### src/rtl/antsel_pkg.sv
package antsel_pkg;
  typedef enum logic {
    ST_SEARCH = 1'b0,
    ST_LOCK   = 1'b1
  } antState_t;

  typedef struct packed {
    logic loadDefault;
    logic clrCnt;
    logic incCnt;
    logic toggleAnt;
  } ctrlStrobes_t;
endpackage

### src/rtl/antsel_dpath.sv
module antsel_dpath
  import antsel_pkg::*;
#(
  parameter int RSSI_W = 8,
  parameter int CNT_W  = 16
) (
  input  logic              clk,
  input  logic              rstN,
  input  ctrlStrobes_t      strb,
  input  logic              defaultAnt,
  input  logic [CNT_W-1:0]  dwellCycles,
  input  logic [RSSI_W-1:0] rssiValue,
  input  logic [RSSI_W-1:0] rssiThresh,
  output logic              rssiOk,
  output logic              dwellDone,
  output logic              antState
);
  localparam int EXT_W = CNT_W + 1;

  logic [CNT_W-1:0] dwellCnt;
  logic [EXT_W-1:0] cntPlusOne;

  // One more than the current count, widened so the compare cannot overflow.
  assign cntPlusOne = {1'b0, dwellCnt} + EXT_W'(1);
  // A dwell setting of 0 ends the period at once, the same as a setting of 1.
  assign dwellDone  = cntPlusOne >= {1'b0, dwellCycles};
  assign rssiOk     = rssiValue >= rssiThresh;

  always_ff @(posedge clk or negedge rstN) begin
    if (!rstN) begin
      dwellCnt <= '0;
    end else if (strb.clrCnt) begin
      dwellCnt <= '0;
    end else if (strb.incCnt) begin
      dwellCnt <= dwellCnt + CNT_W'(1);
    end
  end

  always_ff @(posedge clk or negedge rstN) begin
    if (!rstN) begin
      antState <= 1'b0;
    end else if (strb.loadDefault) begin
      antState <= defaultAnt;
    end else if (strb.toggleAnt) begin
      antState <= ~antState;
    end
  end
endmodule

### src/rtl/antsel_ctrl.sv
module antsel_ctrl
  import antsel_pkg::*;
(
  input  logic         clk,
  input  logic         rstN,
  input  logic         divEnable,
  input  logic         qualSel,
  input  logic         preambleSeen,
  input  logic         rssiOk,
  input  logic         dwellDone,
  input  logic         pktEnd,
  input  logic         pktAbort,
  input  logic         ackTxActive,
  output ctrlStrobes_t strb,
  output logic         locked
);
  antState_t state, nextState;
  logic      qualified;

  assign qualified = qualSel ? preambleSeen : rssiOk;

  always_comb begin
    strb      = '0;
    nextState = state;
    if (!divEnable) begin
      strb.loadDefault = 1'b1;
      strb.clrCnt      = 1'b1;
      nextState        = ST_SEARCH;
    end else if (ackTxActive) begin
      // Acknowledge in progress: the switch and the lock stay where they are.
      nextState = state;
    end else if (state == ST_LOCK) begin
      if (pktEnd || pktAbort) begin
        strb.clrCnt = 1'b1;
        nextState   = ST_SEARCH;
      end
    end else if (qualified) begin
      strb.clrCnt = 1'b1;
      nextState   = ST_LOCK;
    end else if (dwellDone) begin
      strb.toggleAnt = 1'b1;
      strb.clrCnt    = 1'b1;
    end else begin
      strb.incCnt = 1'b1;
    end
  end

  always_ff @(posedge clk or negedge rstN) begin
    if (!rstN) state <= ST_SEARCH;
    else       state <= nextState;
  end

  assign locked = (state == ST_LOCK);
endmodule

### src/rtl/antsel_top.sv
module antsel_top
  import antsel_pkg::*;
#(
  parameter int RSSI_W = 8,
  parameter int CNT_W  = 16
) (
  input  logic              clk,
  input  logic              rstN,
  input  logic              divEnable,
  input  logic              defaultAnt,
  input  logic              qualSel,
  input  logic [RSSI_W-1:0] rssiValue,
  input  logic [RSSI_W-1:0] rssiThresh,
  input  logic              preambleSeen,
  input  logic [CNT_W-1:0]  dwellCycles,
  input  logic              pktEnd,
  input  logic              pktAbort,
  input  logic              ackTxActive,
  output logic              antOut,
  output logic              antOutP,
  output logic              antOutN,
  output logic              locked
);
  ctrlStrobes_t strb;
  logic         rssiOk;
  logic         dwellDone;
  logic         antState;

  antsel_ctrl u_ctrl (
    .clk          (clk),
    .rstN         (rstN),
    .divEnable    (divEnable),
    .qualSel      (qualSel),
    .preambleSeen (preambleSeen),
    .rssiOk       (rssiOk),
    .dwellDone    (dwellDone),
    .pktEnd       (pktEnd),
    .pktAbort     (pktAbort),
    .ackTxActive  (ackTxActive),
    .strb         (strb),
    .locked       (locked)
  );

  antsel_dpath #(.RSSI_W(RSSI_W), .CNT_W(CNT_W)) u_dpath (
    .clk         (clk),
    .rstN        (rstN),
    .strb        (strb),
    .defaultAnt  (defaultAnt),
    .dwellCycles (dwellCycles),
    .rssiValue   (rssiValue),
    .rssiThresh  (rssiThresh),
    .rssiOk      (rssiOk),
    .dwellDone   (dwellDone),
    .antState    (antState)
  );

  // All three switch lines come from one register, so they always change together.
  assign antOut  = antState;
  assign antOutP = antState;
  assign antOutN = ~antState;
endmodule

### config.mk
export PLATFORM = sky130hd
export DESIGN_NAME = antsel_top
export DESIGN_NICKNAME = d
export VERILOG_FILES = /design/src/rtl/antsel_pkg.sv /design/src/rtl/antsel_dpath.sv /design/src/rtl/antsel_ctrl.sv /design/src/rtl/antsel_top.sv
export SDC_FILE = /design/constraint.sdc
export NUM_CORES = 1
export LEC_CHECK = 0
export ABC_AREA = 1
export BUFFER_PORTS_ARGS = -buffer_cell sky130_fd_sc_hd__buf_4
export CAP_MARGIN = 20
export CELL_PAD_IN_SITES_DETAIL_PLACEMENT = 0
export CELL_PAD_IN_SITES_GLOBAL_PLACEMENT = 1
export CORE_UTILIZATION = 41
export CTS_CLUSTER_DIAMETER = 30
export DETAILED_ROUTE_END_ITERATION = 8
export PLACE_DENSITY_LB_ADDON = 0.1
export SYNTH_ARGS = -nofsm -noshare
export SYNTH_HDL_FRONTEND = slang
export SYNTH_SLANG_ARGS = --single-unit
### constraint.sdc
create_clock -name clk -period 5.8 [get_ports clk]
set_input_delay 0.58 -clock clk [delete_from_list [all_inputs] [get_ports clk]]
set_output_delay 0.58 -clock clk [all_outputs]
set_load 0.02 [all_outputs]
==> metrics.txt, run 1 <==
minimum clock period 3.00 ns; hpwl dp 3.30 mm; first-pass GRT wire length 6.95 mm; worst slack, placed 2.78 ns; cts repair resizes 0; Seq/Total Area, Yosys 23.8%; diode count 0; Synth Area per Inst 6.86 sq um; Finished Cell Area 0.00233 sq mm; Starting Density 43.2%; Clock Sinks 18; WL per Instance 10.4 um; most common cell after layout, fill and taps aside inv_1; Final Hold Viols 0; Hold Path Class in -> async; H-tree Lvls 1; Final Worst Setup Slack 2.80 ns; hold slack 0.182 ns; die height 70.0 um; Worst Path Arrival 3.18 ns; CP endpoint kind register; Switching Fraction 30.3%; crit path max fanout 14; gr ovfl total 0; Setup Fix Bufs, Post-CTS 0; delay-heaviest family, CP simple AND/OR/NAND/NOR gates; Worst-Margin Slew 0.659 ns; synth warn 0; total net switching power 105 uW; CP startpoint kind register; CTS max path bufs 2; routability congestion estimate from global placement 0.799; hold buffers post-CTS 0; clock power share 30.1%; CP cell instances ha_1, nand2_1, inv_2, nand2_2, nor2_4, inv_1, nor2_1, nand3_1, xor2_1, inv_1, ha_1, nand2_1, inv_1, nand2_1, nor2_1, nand2_1, nand3_1, nor2_1, nand2_1, nor2_4, nand3_4, o21ai_1; number of vias per cell 4.49; Setup violations, final 0; Placeable Area 0.00438 sq mm; Placed Instance Area 0.00226 sq mm; Iter 0 DRT Violations 100; Fin Setup TNS 0 ns; PwrDens 148 mW/mm^2; CTS tree done; drt total wl 3.91 mm; Highest Clock Rate 0.333 GHz; layout cells sized above 1 22.4%; crit path kind reg -> reg; Seq cells post-synth 18; vias in the first global route 1625; initial antenna violation count 0; synthesized area 0.00189 sq mm; post-route ant nets 0; GRT Total Usage 17.6%; Worst Path Required 5.98 ns; max_slew headroom 55.9%; status completed; crit share post-route 51.7%; Max Slew Vio Count 0; die width 70.0 um; # port buffers 44; Mapped Nets 342; reg-to-reg slack, setup 2.80 ns; maximum VDD drop 0.0000655 V; total CTS buffers 3; vias post-DR 1679; Synth cell types 29; Gate Count Post-Synth 276; clock slew at reported path FFs 0.07 ns; setup repair after global routing missed its margin no; Area Growth Syn to Fin 23.1%; Setup Skew 0.00393 ns; commonest non-fill, non-tap cells in the layout inv_1 (67), nand2_1 (63), buf_4 (44); DR pass1 iterations 5; Gate power share 30.1%; CTS root buf clkbuf_8; WP buf/inv 4; Worst-Skew Late Latency 0.25 ns; post-layout net count 389; die area 0.00489 sq mm; sequential power share 39.8%; DRC viols 0; cell mode on critical path nand2_1; maxcap violations 0; # rows 24; FF-to-FF Start u_dpath.dwellCnt[0]; crit path max-delay cell type dfrtp_1; internal power 240 uW; reg2reg end u_dpath.dwellCnt[1]; P_leak 1.41 nW; crit-path max cell delay 0.40 ns; cells on worst reg2reg path 22; I/O pins 45; largest net degree at the start of global routing 19
==> layer usage <==
layer	up-vias	part of all wire (%)	GRT usage (%)	routed length, um
li1	947	-	-	-
met1	691	48	23.6	1890
met2	39	47	30.1	1840
met3	2	3.9	1.88	152
met4	0	0.74	4.67	29
met5	-	0	0	0
==> stage by stage <==
stage | power [mW] | util (%) | std cells
floorplan | 0.202 | - | 276
global placement | 0.242 | 51.7 | 369
detailed placement | 0.243 | 51.7 | 369
CTS | 0.349 | 52.9 | 373
global route | 0.367 | 53.2 | 374
finish | 0.345 | 53.2 | 374
==> cell type report <==
cell class / instances / area [sq um]
Multi-Input combinational cell: 184 / 1150
Tap cell: 52 / 65.1
Timing Repair Buffer: 45 / 342
Sequential cell: 18 / 450
Clock buffer: 4 / 55.1
Inverter: 71 / 267
Fill cell: 446 / 2050
==> synth_stat cells, drive strengths merged <==
| master | n | area, sq um |
|---|---|---|
| xor2 | 9 | 78.8 |
| a21o | 2 | 15.0 |
| a211oi | 1 | 7.51 |
| nand3 | 10 | 62.6 |
| dfrtp | 18 | 450 |
| xnor2 | 2 | 17.5 |
| o21a | 1 | 7.51 |
| inv | 71 | 267 |
| nand2 | 66 | 255 |
| nor3 | 2 | 10.0 |
| ha | 25 | 313 |
| buf | 3 | 23.8 |
| nor2 | 25 | 111 |
| nand3b | 1 | 7.51 |
| a21oi | 10 | 68.8 |
| o21ai | 19 | 129 |
| nand4 | 10 | 62.6 |
| nor4 | 1 | 6.26 |
==> flip-flops by register name, summed over array words and instances (netlist names) <==
| register | flops |
|---|---|
| u_ctrl.locked | 1 |
| u_dpath.antState | 1 |
| u_dpath.dwellCnt | 16 |
==> power groups by stage <==
stage	combinational, mW	sequential [mW]	clock, mW
2_1_floorplan	0.0621	0.140	0
3_3_place_gp	0.103	0.139	0
3_5_place_dp	0.104	0.139	0
4_1_cts	0.105	0.137	0.107
5_1_grt	0.118	0.138	0.111
6_report	0.104	0.137	0.104
==> logic make-up after synthesis <==
group | after synthesis | synth area share (%)
AOI/OAI and AO/OA | 33 | 12.0
xor gates and xnor gates | 11 | 5.09
adders and majority gates | 25 | 16.5
buffers and inverters | 74 | 15.3
DFF | 18 | 23.8
and+or+nand+nor | 115 | 27.2
==> how the worst max path moves through the flow <==
stage,end,slack [ns],from,depth (start not counted)
3_3_place_gp,u_dpath.dwellCnt[3],2.90,u_dpath.dwellCnt[0],22
4_1_cts,u_dpath.dwellCnt[1],2.76,u_dpath.dwellCnt[0],22
5_1_grt,u_dpath.dwellCnt[1],2.42,u_dpath.dwellCnt[0],17
6_report,u_dpath.dwellCnt[1],2.80,u_dpath.dwellCnt[0],22
3_5_place_dp,u_dpath.dwellCnt[1],2.78,u_dpath.dwellCnt[0],22
2_1_floorplan,u_dpath.dwellCnt[0],3.13,u_dpath.dwellCnt[0],23
Power figures use the tool's default switching activity.
==> inputs of run 2 (changes only) <==
Settings changed: CORE_UTILIZATION 41 to 34.
Clock period 5.8 ns to 2.46 ns, I/O delays scaled along.
==> metrics.txt, run 2 (synthesis gave the netlist of run 1 again) <==
I/O pins 45 (unchanged); max_slew headroom 78.8% (+23 points); Largest Register u_dpath.dwellCnt; most common cell after layout, fill and taps aside buf_4; WL per Instance 10.5 um (+0.49%); reg2reg end u_dpath.dwellCnt[1]; CP startpoint kind register; fin util 57.2% (+4.0 points); maximum VDD drop 0.000189 V (+190%); post-route ant nets 0 (unchanged); Final Worst Setup Slack -0.300 ns (-3.10 ns); Final Hold Viols 0 (unchanged); die width 76.6 um (+9.5%); P_leak 1.71 nW (+22%); CTS root buf clkbuf_8; Starting Density 36.1% (-7.0 points); WP buf/inv 2 (-2); Highest Clock Rate 0.362 GHz (+8.7%); Clock Sinks 18 (unchanged); post-layout net count 446 (+15%); Setup Skew 0.00335 ns (-0.000573 ns); routability congestion estimate from global placement 0.795 (-0.49%); H-tree Lvls 1 (unchanged); layout cells sized above 1 43.4% (+21 points); die height 76.6 um (+9.5%); Hold Path Class in -> reg; crit path max-delay cell type dfrtp_1; Worst Setup SP u_dpath.dwellCnt[2]; crit path max fanout 11 (-3); commonest non-fill, non-tap cells in the layout buf_4 (97), inv_1 (62), nand2_1 (58); setup repair after global routing missed its margin yes; Area Growth Syn to Fin 58.2%; uppermost layer routed met4; maxcap violations 0 (unchanged); status complete, but fails checks; largest net degree at the start of global routing 19 (unchanged); gr ovfl total 0 (unchanged); crit share post-route 112% (+60 points); crit path kind reg -> reg; cell mode on critical path nand2_1; FF-to-FF Start u_dpath.dwellCnt[2]; met2 WL 2.22 mm (+20%); Worst Path Arrival 2.95 ns (-0.23 ns); Worst Setup EP u_dpath.dwellCnt[1]; PwrDens 297 mW/mm^2 (+100%); Max Slew Vio Count 0 (unchanged); first-pass GRT wire length 8.21 mm (+18%); number of vias per cell 4.37 (-2.6%); failing checks setup timing; DR pass1 iterations 4 (-1); hold slack 0.181 ns (-0.00123 ns); Worst-Skew Late Latency 0.26 ns (about the same); Met3 Wirelength 177 um (+16%); reg-to-reg slack, setup -0.30 ns (-3.10 ns); minimum clock period 2.76 ns (-0.241 ns); WP depth 19 (-14%); vias in the first global route 1888 (+16%); CP cell instances nand2_1, nor2_4, nand4_1, nor2_2, nand3_2, xnor2_2, ha_1, nand2_2, inv_2, nand2_1, nor2_1, nand2_1, nand3_1, nor2_1, nand2_1, nor2_4, nand3_4, buf_12, o21ai_1; CTS max path bufs 2 (unchanged); die area 0.00587 sq mm (+20%); Placeable Area 0.00524 sq mm (+19%); DRC viols 0 (unchanged); Setup violations, final 17 (+17); Design Power 888 uW (+160%); drt total wl 4.70 mm (+20%); hpwl dp 3.60 mm (+9.1%); wl on met1 2.28 mm (+21%); total CTS buffers 3 (unchanged); Worst-Margin Slew 0.318 ns (-0.341 ns); Iter 0 DRT Violations 87 (-13%); # port buffers 44 (unchanged); clock slew at reported path FFs 0.07 ns (about the same); GRT Total Usage 17.3% (-0.38 points); initial antenna violation count 0 (unchanged); max reg flops 16 (unchanged); # rows 26 (+8.3%); Worst Path Required 2.65 ns (-3.33 ns); diode count 0 (unchanged); cells on worst reg2reg path 19 (-14%); CP endpoint kind register; delay-heaviest family, CP simple AND/OR/NAND/NOR gates; vias post-DR 1959 (+17%); worst slack, placed -0.390 ns (-3.17 ns); CTS tree done; crit-path max cell delay 0.38 ns (-0.02 ns)
==> run 2: cell types whose count changed in the layout (fill, tap and decap cells not counted), sizes merged <==
cell / delta
dlygate4sd3: +1
buf: +56
clkbuf: -1
==> run 2: worst min-delay path by stage <==
stage,start,end,cells after the start
floorplan,rstN,u_ctrl.locked,0
global placement,rstN,u_dpath.dwellCnt[5],1
detailed placement,rstN,u_dpath.dwellCnt[4],1
CTS,ackTxActive,u_ctrl.locked,2
global route,ackTxActive,u_ctrl.locked,2
finish,ackTxActive,u_ctrl.locked,2
==> run 2: where the power goes <==
group / internal (mW) / switching (mW)
Sequential: 0.309 / 0.0143
Clock: 0.109 / 0.104
Combinational: 0.191 / 0.160
==> run 2: worst reg2reg max path, cell delays in order (launching register included) <==
cell and delay, ns:
dfrtp_1 0.38, nand2_1 0.12, nor2_4 0.12, nand4_1 0.21, nor2_2 0.25, nand3_2 0.13, xnor2_2 0.19, ha_1 0.28
nand2_2 0.08, inv_2 0.04, nand2_1 0.05, nor2_1 0.04, nand2_1 0.08, nand3_1 0.07, nor2_1 0.10, nand2_1 0.09
nor2_4 0.12, nand3_4 0.09, buf_12 0.17, o21ai_1 0.11
==> run 2: layout make-up <==
type | count | area [sq um]
clock buffer | 3 | 41.3
fill | 505 | 2240
inverter | 71 | 267
multi-input combinational | 184 | 1360
sequential | 18 | 450
tap | 70 | 87.6
timing repair buffer | 102 | 792
==> run 2: per-layer routing <==
layer  track usage [%]  vias to the layer above
met5                 0                        -
met4              2.31                        0
met3              3.11                        7
met2              29.5                       34
met1              23.1                      859
li1                  -                     1059
==> run 2: stage by stage <==
step | setup TNS, ns | cells | cell area, sq um
after floorplan | -2.25 | 276 | 1890
after global placement | -5.03 | 431 | 2630
after detailed placement | -6.08 | 431 | 2630
after CTS | -4.27 | 440 | 2800
after global routing | -8.98 | 448 | 2990
final | -4.73 | 448 | 2990
==> run 2: what timing repair did <==
| action | CTS | global route |
|---|---|---|
| endpoints found under the hold margin | 18 | 0 |
| setup buffers | 5 | 8 |
| gates cloned | 0 | 0 |
| resized for setup | 21 | 26 |
| hold buffers | 1 | 0 |
| pin swaps | 6 | 13 |
| endpoints found under the setup margin | 17 | 17 |
